`src/rtl/mw_pkg.sv`:
```
package mw_pkg;
    typedef enum logic [3:0] {
        ST_IDLE,
        ST_DESEL,
        ST_CMD_LO,
        ST_CMD_HI,
        ST_TURN,
        ST_DAT_HI,
        ST_DAT_LO,
        ST_REST,
        ST_CHECK,
        ST_FIN
    } mw_state_t;

    localparam int unsigned MW_WORD_BITS = 16;
    localparam int unsigned MW_HDR_BITS  = 4;
    localparam logic [3:0]  MW_HDR       = 4'b0110; // dummy 0, start 1, read opcode 1 0
    localparam int unsigned MW_ADDR_BYTES = 6;
endpackage

```
`src/rtl/mw_half_timer.sv`:
```
module mw_half_timer #(
    parameter int unsigned HALF_CYC = 4
) (
    input  logic clk,
    input  logic rst_n,
    input  logic run,
    output logic tick
);
    localparam int unsigned CW = (HALF_CYC > 1) ? $clog2(HALF_CYC) : 1;
    localparam logic [CW-1:0] LAST = CW'(HALF_CYC - 1);

    logic [CW-1:0] cnt_q;

    assign tick = run && (cnt_q == LAST);

    always_ff @(posedge clk or negedge rst_n) begin
        if (!rst_n) begin
            cnt_q <= '0;
        end else if (!run || tick) begin
            cnt_q <= '0;
        end else begin
            cnt_q <= cnt_q + 1'b1;
        end
    end
endmodule

```
`src/rtl/mw_seq.sv`:
```
module mw_seq
    import mw_pkg::*;
#(
    parameter int unsigned NWORDS = 16,
    parameter int unsigned ABITS  = 6,
    localparam int unsigned WW    = (NWORDS > 1) ? $clog2(NWORDS) : 1
) (
    input  logic          clk,
    input  logic          rst_n,
    input  logic          start,
    input  logic          tick,
    input  logic          miso,
    output logic          cs,
    output logic          sk,
    output logic          di,
    output logic          busy,
    output logic          done,
    output logic          chk_en,
    output logic          wr_en,
    output logic [WW-1:0] wr_idx,
    output logic [15:0]   wr_data
);
    localparam int unsigned CMD_LEN = MW_HDR_BITS + ABITS;
    localparam int unsigned CNT_MAX = (CMD_LEN > MW_WORD_BITS) ? CMD_LEN : MW_WORD_BITS;
    localparam int unsigned CW      = $clog2(CNT_MAX);
    localparam logic [WW-1:0] LAST_WORD = WW'(NWORDS - 1);

    mw_state_t          state_q, state_d;
    logic [CW-1:0]      bcnt_q;
    logic [WW-1:0]      widx_q;
    logic [CMD_LEN-1:0] cmd_q;
    logic [15:0]        shin_q;

    // next-state decision
    always_comb begin
        state_d = state_q;
        unique case (state_q)
            ST_IDLE:   if (start) state_d = ST_DESEL;
            ST_DESEL:  if (tick)  state_d = ST_CMD_LO;
            ST_CMD_LO: if (tick)  state_d = ST_CMD_HI;
            ST_CMD_HI: if (tick)  state_d = (bcnt_q == '0) ? ST_TURN : ST_CMD_LO;
            ST_TURN:   if (tick)  state_d = ST_DAT_HI;
            ST_DAT_HI: if (tick)  state_d = ST_DAT_LO;
            ST_DAT_LO: if (tick)  state_d = (bcnt_q == '0) ? ST_REST : ST_DAT_HI;
            ST_REST:   if (tick)  state_d = (widx_q == LAST_WORD) ? ST_CHECK : ST_DESEL;
            ST_CHECK:             state_d = ST_FIN;
            ST_FIN:               state_d = ST_IDLE;
            default:              state_d = ST_IDLE;
        endcase
    end

    // state register and its counters
    always_ff @(posedge clk or negedge rst_n) begin
        if (!rst_n) begin
            state_q <= ST_IDLE;
            bcnt_q  <= '0;
            widx_q  <= '0;
            cmd_q   <= '0;
            shin_q  <= '0;
        end else begin
            state_q <= state_d;
            unique case (state_q)
                ST_IDLE: if (start) widx_q <= '0;
                ST_DESEL: if (tick) begin
                    bcnt_q <= CW'(CMD_LEN - 1);
                    cmd_q  <= {MW_HDR, ABITS'(widx_q)};
                end
                ST_CMD_HI: if (tick && bcnt_q != '0) begin
                    bcnt_q <= bcnt_q - 1'b1;
                    cmd_q  <= {cmd_q[CMD_LEN-2:0], 1'b0};
                end
                ST_TURN: if (tick) bcnt_q <= CW'(MW_WORD_BITS - 1);
                ST_DAT_LO: if (tick) begin
                    shin_q <= {shin_q[14:0], miso};
                    if (bcnt_q != '0) bcnt_q <= bcnt_q - 1'b1;
                end
                ST_REST: if (tick) widx_q <= widx_q + 1'b1;
                default: ;
            endcase
        end
    end

    // outputs decoded from the registered state
    always_comb begin
        cs      = 1'b0;
        sk      = 1'b0;
        di      = 1'b0;
        busy    = (state_q != ST_IDLE);
        done    = 1'b0;
        chk_en  = 1'b0;
        wr_en   = 1'b0;
        wr_idx  = widx_q;
        wr_data = {shin_q[14:0], miso};
        unique case (state_q)
            ST_CMD_LO: begin cs = 1'b1; di = cmd_q[CMD_LEN-1]; end
            ST_CMD_HI: begin cs = 1'b1; sk = 1'b1; di = cmd_q[CMD_LEN-1]; end
            ST_TURN:   cs = 1'b1;
            ST_DAT_HI: begin cs = 1'b1; sk = 1'b1; end
            ST_DAT_LO: begin cs = 1'b1; wr_en = tick && (bcnt_q == '0); end
            ST_CHECK:  chk_en = 1'b1;
            ST_FIN:    done = 1'b1;
            default: ;
        endcase
    end
endmodule

```
`src/rtl/mw_image.sv`:
```
module mw_image
    import mw_pkg::*;
#(
    parameter int unsigned NWORDS   = 16,
    parameter int unsigned KEY_OFS  = 0,
    parameter int unsigned SUM_OFS  = 15,
    parameter int unsigned ADDR_OFS = 16,
    localparam int unsigned WW      = (NWORDS > 1) ? $clog2(NWORDS) : 1,
    localparam int unsigned NBYTES  = 2 * NWORDS
) (
    input  logic          clk,
    input  logic          rst_n,
    input  logic          clr,
    input  logic          wr_en,
    input  logic [WW-1:0] wr_idx,
    input  logic [15:0]   wr_data,
    input  logic          chk_en,
    output logic          ok,
    output logic          bad,
    output logic [47:0]   addr
);
    logic [7:0]  img_q [NBYTES];
    logic [7:0]  acc;
    logic [47:0] cand;

    always_ff @(posedge clk or negedge rst_n) begin
        if (!rst_n) begin
            for (int i = 0; i < NBYTES; i++) img_q[i] <= '0;
        end else if (wr_en) begin
            for (int i = 0; i < NWORDS; i++) begin
                if (wr_idx == WW'(i)) begin
                    img_q[2*i]   <= wr_data[15:8];
                    img_q[2*i+1] <= wr_data[7:0];
                end
            end
        end
    end

    always_comb begin
        acc = '0;
        for (int i = KEY_OFS; i < SUM_OFS; i++) acc = acc ^ img_q[i];
    end

    for (genvar g = 0; g < MW_ADDR_BYTES; g++) begin : g_addr
        assign cand[47-8*g -: 8] = img_q[ADDR_OFS+g];
    end

    always_ff @(posedge clk or negedge rst_n) begin
        if (!rst_n) begin
            ok   <= 1'b0;
            bad  <= 1'b0;
            addr <= '0;
        end else if (clr) begin
            ok   <= 1'b0;
            bad  <= 1'b0;
            addr <= '0;
        end else if (chk_en) begin
            ok   <= (acc == img_q[SUM_OFS]);
            bad  <= (acc != img_q[SUM_OFS]);
            addr <= (acc == img_q[SUM_OFS]) ? cand : 48'd0;
        end
    end
endmodule

```
`src/rtl/eeprom_addr_reader.sv`:
```
module eeprom_addr_reader #(
    parameter int unsigned HALF_CYC = 4,
    parameter int unsigned NWORDS   = 16,
    parameter int unsigned ABITS    = 6,
    parameter int unsigned KEY_OFS  = 0,
    parameter int unsigned SUM_OFS  = 15,
    parameter int unsigned ADDR_OFS = 16
) (
    input  logic        clk,
    input  logic        rst_n,
    input  logic        start_i,
    output logic        busy_o,
    output logic        done_o,
    output logic        cs_o,
    output logic        sclk_o,
    output logic        mosi_o,
    input  logic        miso_i,
    output logic        addr_ok_o,
    output logic        sum_bad_o,
    output logic [47:0] station_addr_o
);
    localparam int unsigned WW = (NWORDS > 1) ? $clog2(NWORDS) : 1;

    logic          tick, chk_en, wr_en;
    logic [WW-1:0] wr_idx;
    logic [15:0]   wr_data;

    mw_half_timer #(.HALF_CYC(HALF_CYC)) u_timer (
        .clk  (clk),
        .rst_n(rst_n),
        .run  (busy_o),
        .tick (tick)
    );

    mw_seq #(.NWORDS(NWORDS), .ABITS(ABITS)) u_seq (
        .clk    (clk),
        .rst_n  (rst_n),
        .start  (start_i),
        .tick   (tick),
        .miso   (miso_i),
        .cs     (cs_o),
        .sk     (sclk_o),
        .di     (mosi_o),
        .busy   (busy_o),
        .done   (done_o),
        .chk_en (chk_en),
        .wr_en  (wr_en),
        .wr_idx (wr_idx),
        .wr_data(wr_data)
    );

    mw_image #(
        .NWORDS(NWORDS), .KEY_OFS(KEY_OFS), .SUM_OFS(SUM_OFS), .ADDR_OFS(ADDR_OFS)
    ) u_image (
        .clk    (clk),
        .rst_n  (rst_n),
        .clr    (start_i && !busy_o),
        .wr_en  (wr_en),
        .wr_idx (wr_idx),
        .wr_data(wr_data),
        .chk_en (chk_en),
        .ok     (addr_ok_o),
        .bad    (sum_bad_o),
        .addr   (station_addr_o)
    );
endmodule

```
`config.mk`:
```
export PLATFORM = sky130hd
export DESIGN_NAME = eeprom_addr_reader
export DESIGN_NICKNAME = d
export VERILOG_FILES = /design/src/rtl/mw_pkg.sv /design/src/rtl/mw_half_timer.sv /design/src/rtl/mw_seq.sv /design/src/rtl/mw_image.sv /design/src/rtl/eeprom_addr_reader.sv
export SDC_FILE = /design/constraint.sdc
export NUM_CORES = 1
export LEC_CHECK = 0
export ABC_AREA = 0
export BUFFER_PORTS_ARGS = -buffer_cell sky130_fd_sc_hd__buf_2
export CAP_MARGIN = 30
export CORE_AREA = 3 3 148 150
export DETAILED_ROUTE_END_ITERATION = 8
export DIE_AREA = 0 0 151 153
export PLACE_DENSITY = 0.72
export SYNTH_ARGS = -nofsm -noshare
export SYNTH_HDL_FRONTEND = slang
export SYNTH_HIERARCHICAL = 1
export SYNTH_SLANG_ARGS = --single-unit
```
`constraint.sdc`:
```
create_clock -name clk -period 4.3 [get_ports clk]
set_clock_uncertainty 0.1 [all_clocks]
set_input_delay 0 -clock clk [delete_from_list [all_inputs] [get_ports clk]]
set_output_delay 0 -clock clk [all_outputs]
set_load 0.01 [all_outputs]
```
==> results.sh <==
export IMPL_crit_path_max_fanout=20
export IMPL_clock_sinks=265
export IMPL_cp_required_ns=4.62
export IMPL_clockRootBuffer="clkbuf_16"
export IMPL_initial_core_util=0.5460
export IMPL_n_antenna_cell=0
export IMPL_ys_top_cells_by_area="dfrtp_1, mux2_2, xnor2_1"
export IMPL_comb_power_share=0.096
export IMPL_path_class="reg2reg"
export IMPL_netlist_instances=813
export IMPL_post_cts_resized=0
export IMPL_vdd_drop_max_uv=333.2
export IMPL_fmax_mhz=262.0
export IMPL_outcome="finished with violations"
export IMPL_yosysTopAreaCell="dfrtp_1"
export IMPL_dp_hpwl_mm=14.74
export IMPL_grt_usage=0.2051
export IMPL_synth_seq_cells=265
export IMPL_fill_cells=1567
export IMPL_powerDensity_nw_per_um2=442.5
export IMPL_setup_viol=0
export IMPL_yosys_warnings=6
export IMPL_final_min_clock_period_ns=3.816
export IMPL_drc=0
export IMPL_synth_edf_count=0
export IMPL_grt_pass1_vias=7195
export IMPL_die_area_um2=23100
export IMPL_reg2regPathDepth=9
export IMPL_drive_gt1_frac=0.3646
export IMPL_finalSetupTns_ns=0
export IMPL_crit_arrival_ns=4.14
export IMPL_wl_per_cell_um=19.60
export IMPL_synth_seq_area_share=0.5833
export IMPL_avgSynthCellArea_um2=13.98
export IMPL_netlist_area_um2=11370
export IMPL_cap_violations=0
export IMPL_violations="hold timing"
export IMPL_area_delta_synth_final_pct=13.49
export IMPL_ios=59
export IMPL_portBuffers=58
export IMPL_min_period_over_period=0.8875
export IMPL_vias=6579
export IMPL_clock_latency_ns=0.54
export IMPL_die_width_um=151
export IMPL_yosysTopAreaCellShare=0.5833
export IMPL_p_int_mw=4.276
export IMPL_cts_buffers=27
export IMPL_routed_wl_mm=22.76
export IMPL_crit_path_start_kind="register"
export IMPL_post_cts_buffers=0
export IMPL_tightest_slew_ns=0.8899
export IMPL_path_buf_inv=0
export IMPL_worst_r2r_setup_slack_ns=0.48
export IMPL_p_sw_frac=0.2511
export IMPL_core_um2=20820
export IMPL_max_slew_margin=0.4067
export IMPL_seqPwrFrac=0.477
export IMPL_cp_slowest_stage_delay_ns=0.75
export IMPL_num_rows=53
export IMPL_gr_total_overflow=0
export IMPL_h_tree_depth=1
export IMPL_worstReg2RegEnd="u_image/img_q[203]"
export IMPL_hold_viol=8
export IMPL_drtAntennaViolNets=0
export IMPL_die_height_um=153
export IMPL_net_switching_power_mw=1.434
export IMPL_hp_class="in2async"
export IMPL_dp_cells=1107
export IMPL_slew_viol_final=0
export IMPL_grt_setup_unrepaired="false"
export IMPL_cts_path_max_buffers=3
export IMPL_place_gp_congestion=0.7881
export IMPL_drtIter0Drc=373
export IMPL_ys_async_sr_fraction=1.000
export IMPL_viasPerCell=5.667
export IMPL_worst_setup_path_end_kind="register"
export IMPL_cts_tree="done"
export IMPL_yosys_most_used_dff="dfrtp_1"
export IMPL_synth_cell_types=46
export IMPL_cellLeakagePower_nw=6.375
export IMPL_clk_pin_slew_ns=0.07
export IMPL_startpoint="u_seq/state_q[1]"
export IMPL_dr_pass1_iters=4
export IMPL_power_frac_clock=0.427
export IMPL_endpoint="u_image/img_q[203]"
export IMPL_cp_depth=9
export IMPL_hold_slack_ns=-0.01091
export IMPL_cp_slowest_cell="dfrtp_1"
export IMPL_instances_no_fill=1161
export IMPL_antenna_found_initial=0
export IMPL_rr_startpoint="u_seq/state_q[1]"
export IMPL_grt_max_degree=112
export IMPL_mappedNetlistNets=821
export IMPL_grt_pass1_wl_mm=37.96
export IMPL_nets=873
export IMPL_crit_chain="nor2_1 > nand2_1 > and2_2 > nand3b_1 > nor3b_4 > and2_1 > nor3b_1 > and3_1 > mux2_2"
export IMPL_crit_family="simple AND/OR/NAND/NOR gates"
routing by layer:
metal	vias to the layer above	track usage	wire length, um
li1	2934	-	-
met1	3459	0.2813	9819
met2	140	0.3441	11360
met3	46	0.02816	969
met4	0	0.05743	608
met5	-	0	0
worst min path at each step:
| stage | start | endpoint | slack, ns | cells after the start |
|---|---|---|---|---|
| 2_1_floorplan | rst_n | u_image/addr[0] | -0.40 | 0 |
| 4_1_cts | rst_n | u_image/ok | 0.05 | 2 |
| 6_report | rst_n | u_image/img_q[225] | -0.01 | 2 |
| 5_1_grt | rst_n | u_seq/cmd_q[8] | 0.08 | 2 |
| 3_5_place_dp | rst_n | u_seq/cmd_q[5] | 0.02 | 1 |
| 3_3_place_gp | rst_n | u_seq/cmd_q[6] | -0.01 | 1 |
layout make-up:
cell class / count / area, um^2 / share of cell area
multi-input combinational: 490 / 4492 / 0.3481
clock inverter: 16 / 198.9 / 0.01542
inverter: 6 / 22.52 / 0.001745
sequential: 265 / 6631 / 0.5139
timing repair buffer: 75 / 473.0 / 0.03665
clock buffer: 34 / 742.0 / 0.05750
tap: 275 / 344.1 / 0.02667
metrics by stage:
stage | instance area, um^2 | worst slack [ns] | hold slack (ns) | util | total power [mW]
2_1_floorplan | 11370 | 0.8454 | -0.3956 | - | 3.129
3_3_place_gp | 11910 | 0.6921 | -0.01181 | 0.5721 | 3.263
4_1_cts | 12880 | 0.5018 | 0.04953 | 0.6187 | 5.757
6_report | 12900 | 0.4838 | -0.01091 | 0.6197 | 5.710
3_5_place_dp | 11910 | 0.5253 | 0.01650 | 0.5721 | 3.313
5_1_grt | 12900 | 0.1944 | 0.08307 | 0.6197 | 5.965
cells in the final DEF, fill, tap and decap left out, types with 6 or more instances in the layout:
master	instances
nor3_1	8
a22o_1	50
buf_2	57
nand3b_1	6
o21ai_0	12
nand2b_1	6
nand2_1	20
clkbuf_16	27
buf_4	11
nor2_1	19
xor2_1	16
dfrtp_1	265
clkinv_2	7
mux2_2	193
inv_1	6
xnor2_1	108
state kept, by name, indices dropped and copies added, names as in the netlist, 4 cells and up:
signal,cells
u_image/addr,48
u_image/cand,48
u_seq/wr_idx,4
u_image/img_q,128
u_seq/bcnt_q,4
u_seq/cmd_q,10
u_seq/state_q,4
u_seq/shin_q,15
logic make-up (layout without fill, tap and decap cells):
logic type / count (synthesis) / after routing / share of synthesized area
AO/OA/AOI/OAI: 77 / 77 / 0.05579
XOR/XNOR: 124 / 124 / 0.09552
adder cells (fa/ha/maj): 4 / 4 / 0.004402
flip-flops: 265 / 265 / 0.5833
buffers and inverters: 58 / 131 / 0.02311
AND/OR/NAND/NOR: 87 / 87 / 0.04237
multiplexers: 198 / 198 / 0.1956
power groups by stage:
| stage | Clock [mW] | Combinational (mW) | Sequential [mW] |
|---|---|---|---|
| final | 2.44 | 0.550 | 2.72 |
| after global routing | 2.61 | 0.617 | 2.74 |
| after CTS | 2.49 | 0.550 | 2.72 |
| after detailed placement | 0 | 0.547 | 2.77 |
| after global placement | 0 | 0.511 | 2.75 |
| after floorplan | 0 | 0.451 | 2.68 |
synth_stat cells, drive strengths merged, types with 9 or more instances:
library cell  count
a22o             50
nor2             20
clkbuf           39
xor2             16
mux2            193
xnor2           108
nand2            21
buf              13
dfrtp           265
nor3              9
o21ai            12
what timing repair did:
item | in CTS | in global routing
endpoints found under the hold margin | 124 | 0
hold buffers | 3 | 0
endpoints found under the setup margin | 0 | 0
(Power assumes the default switching activity.)
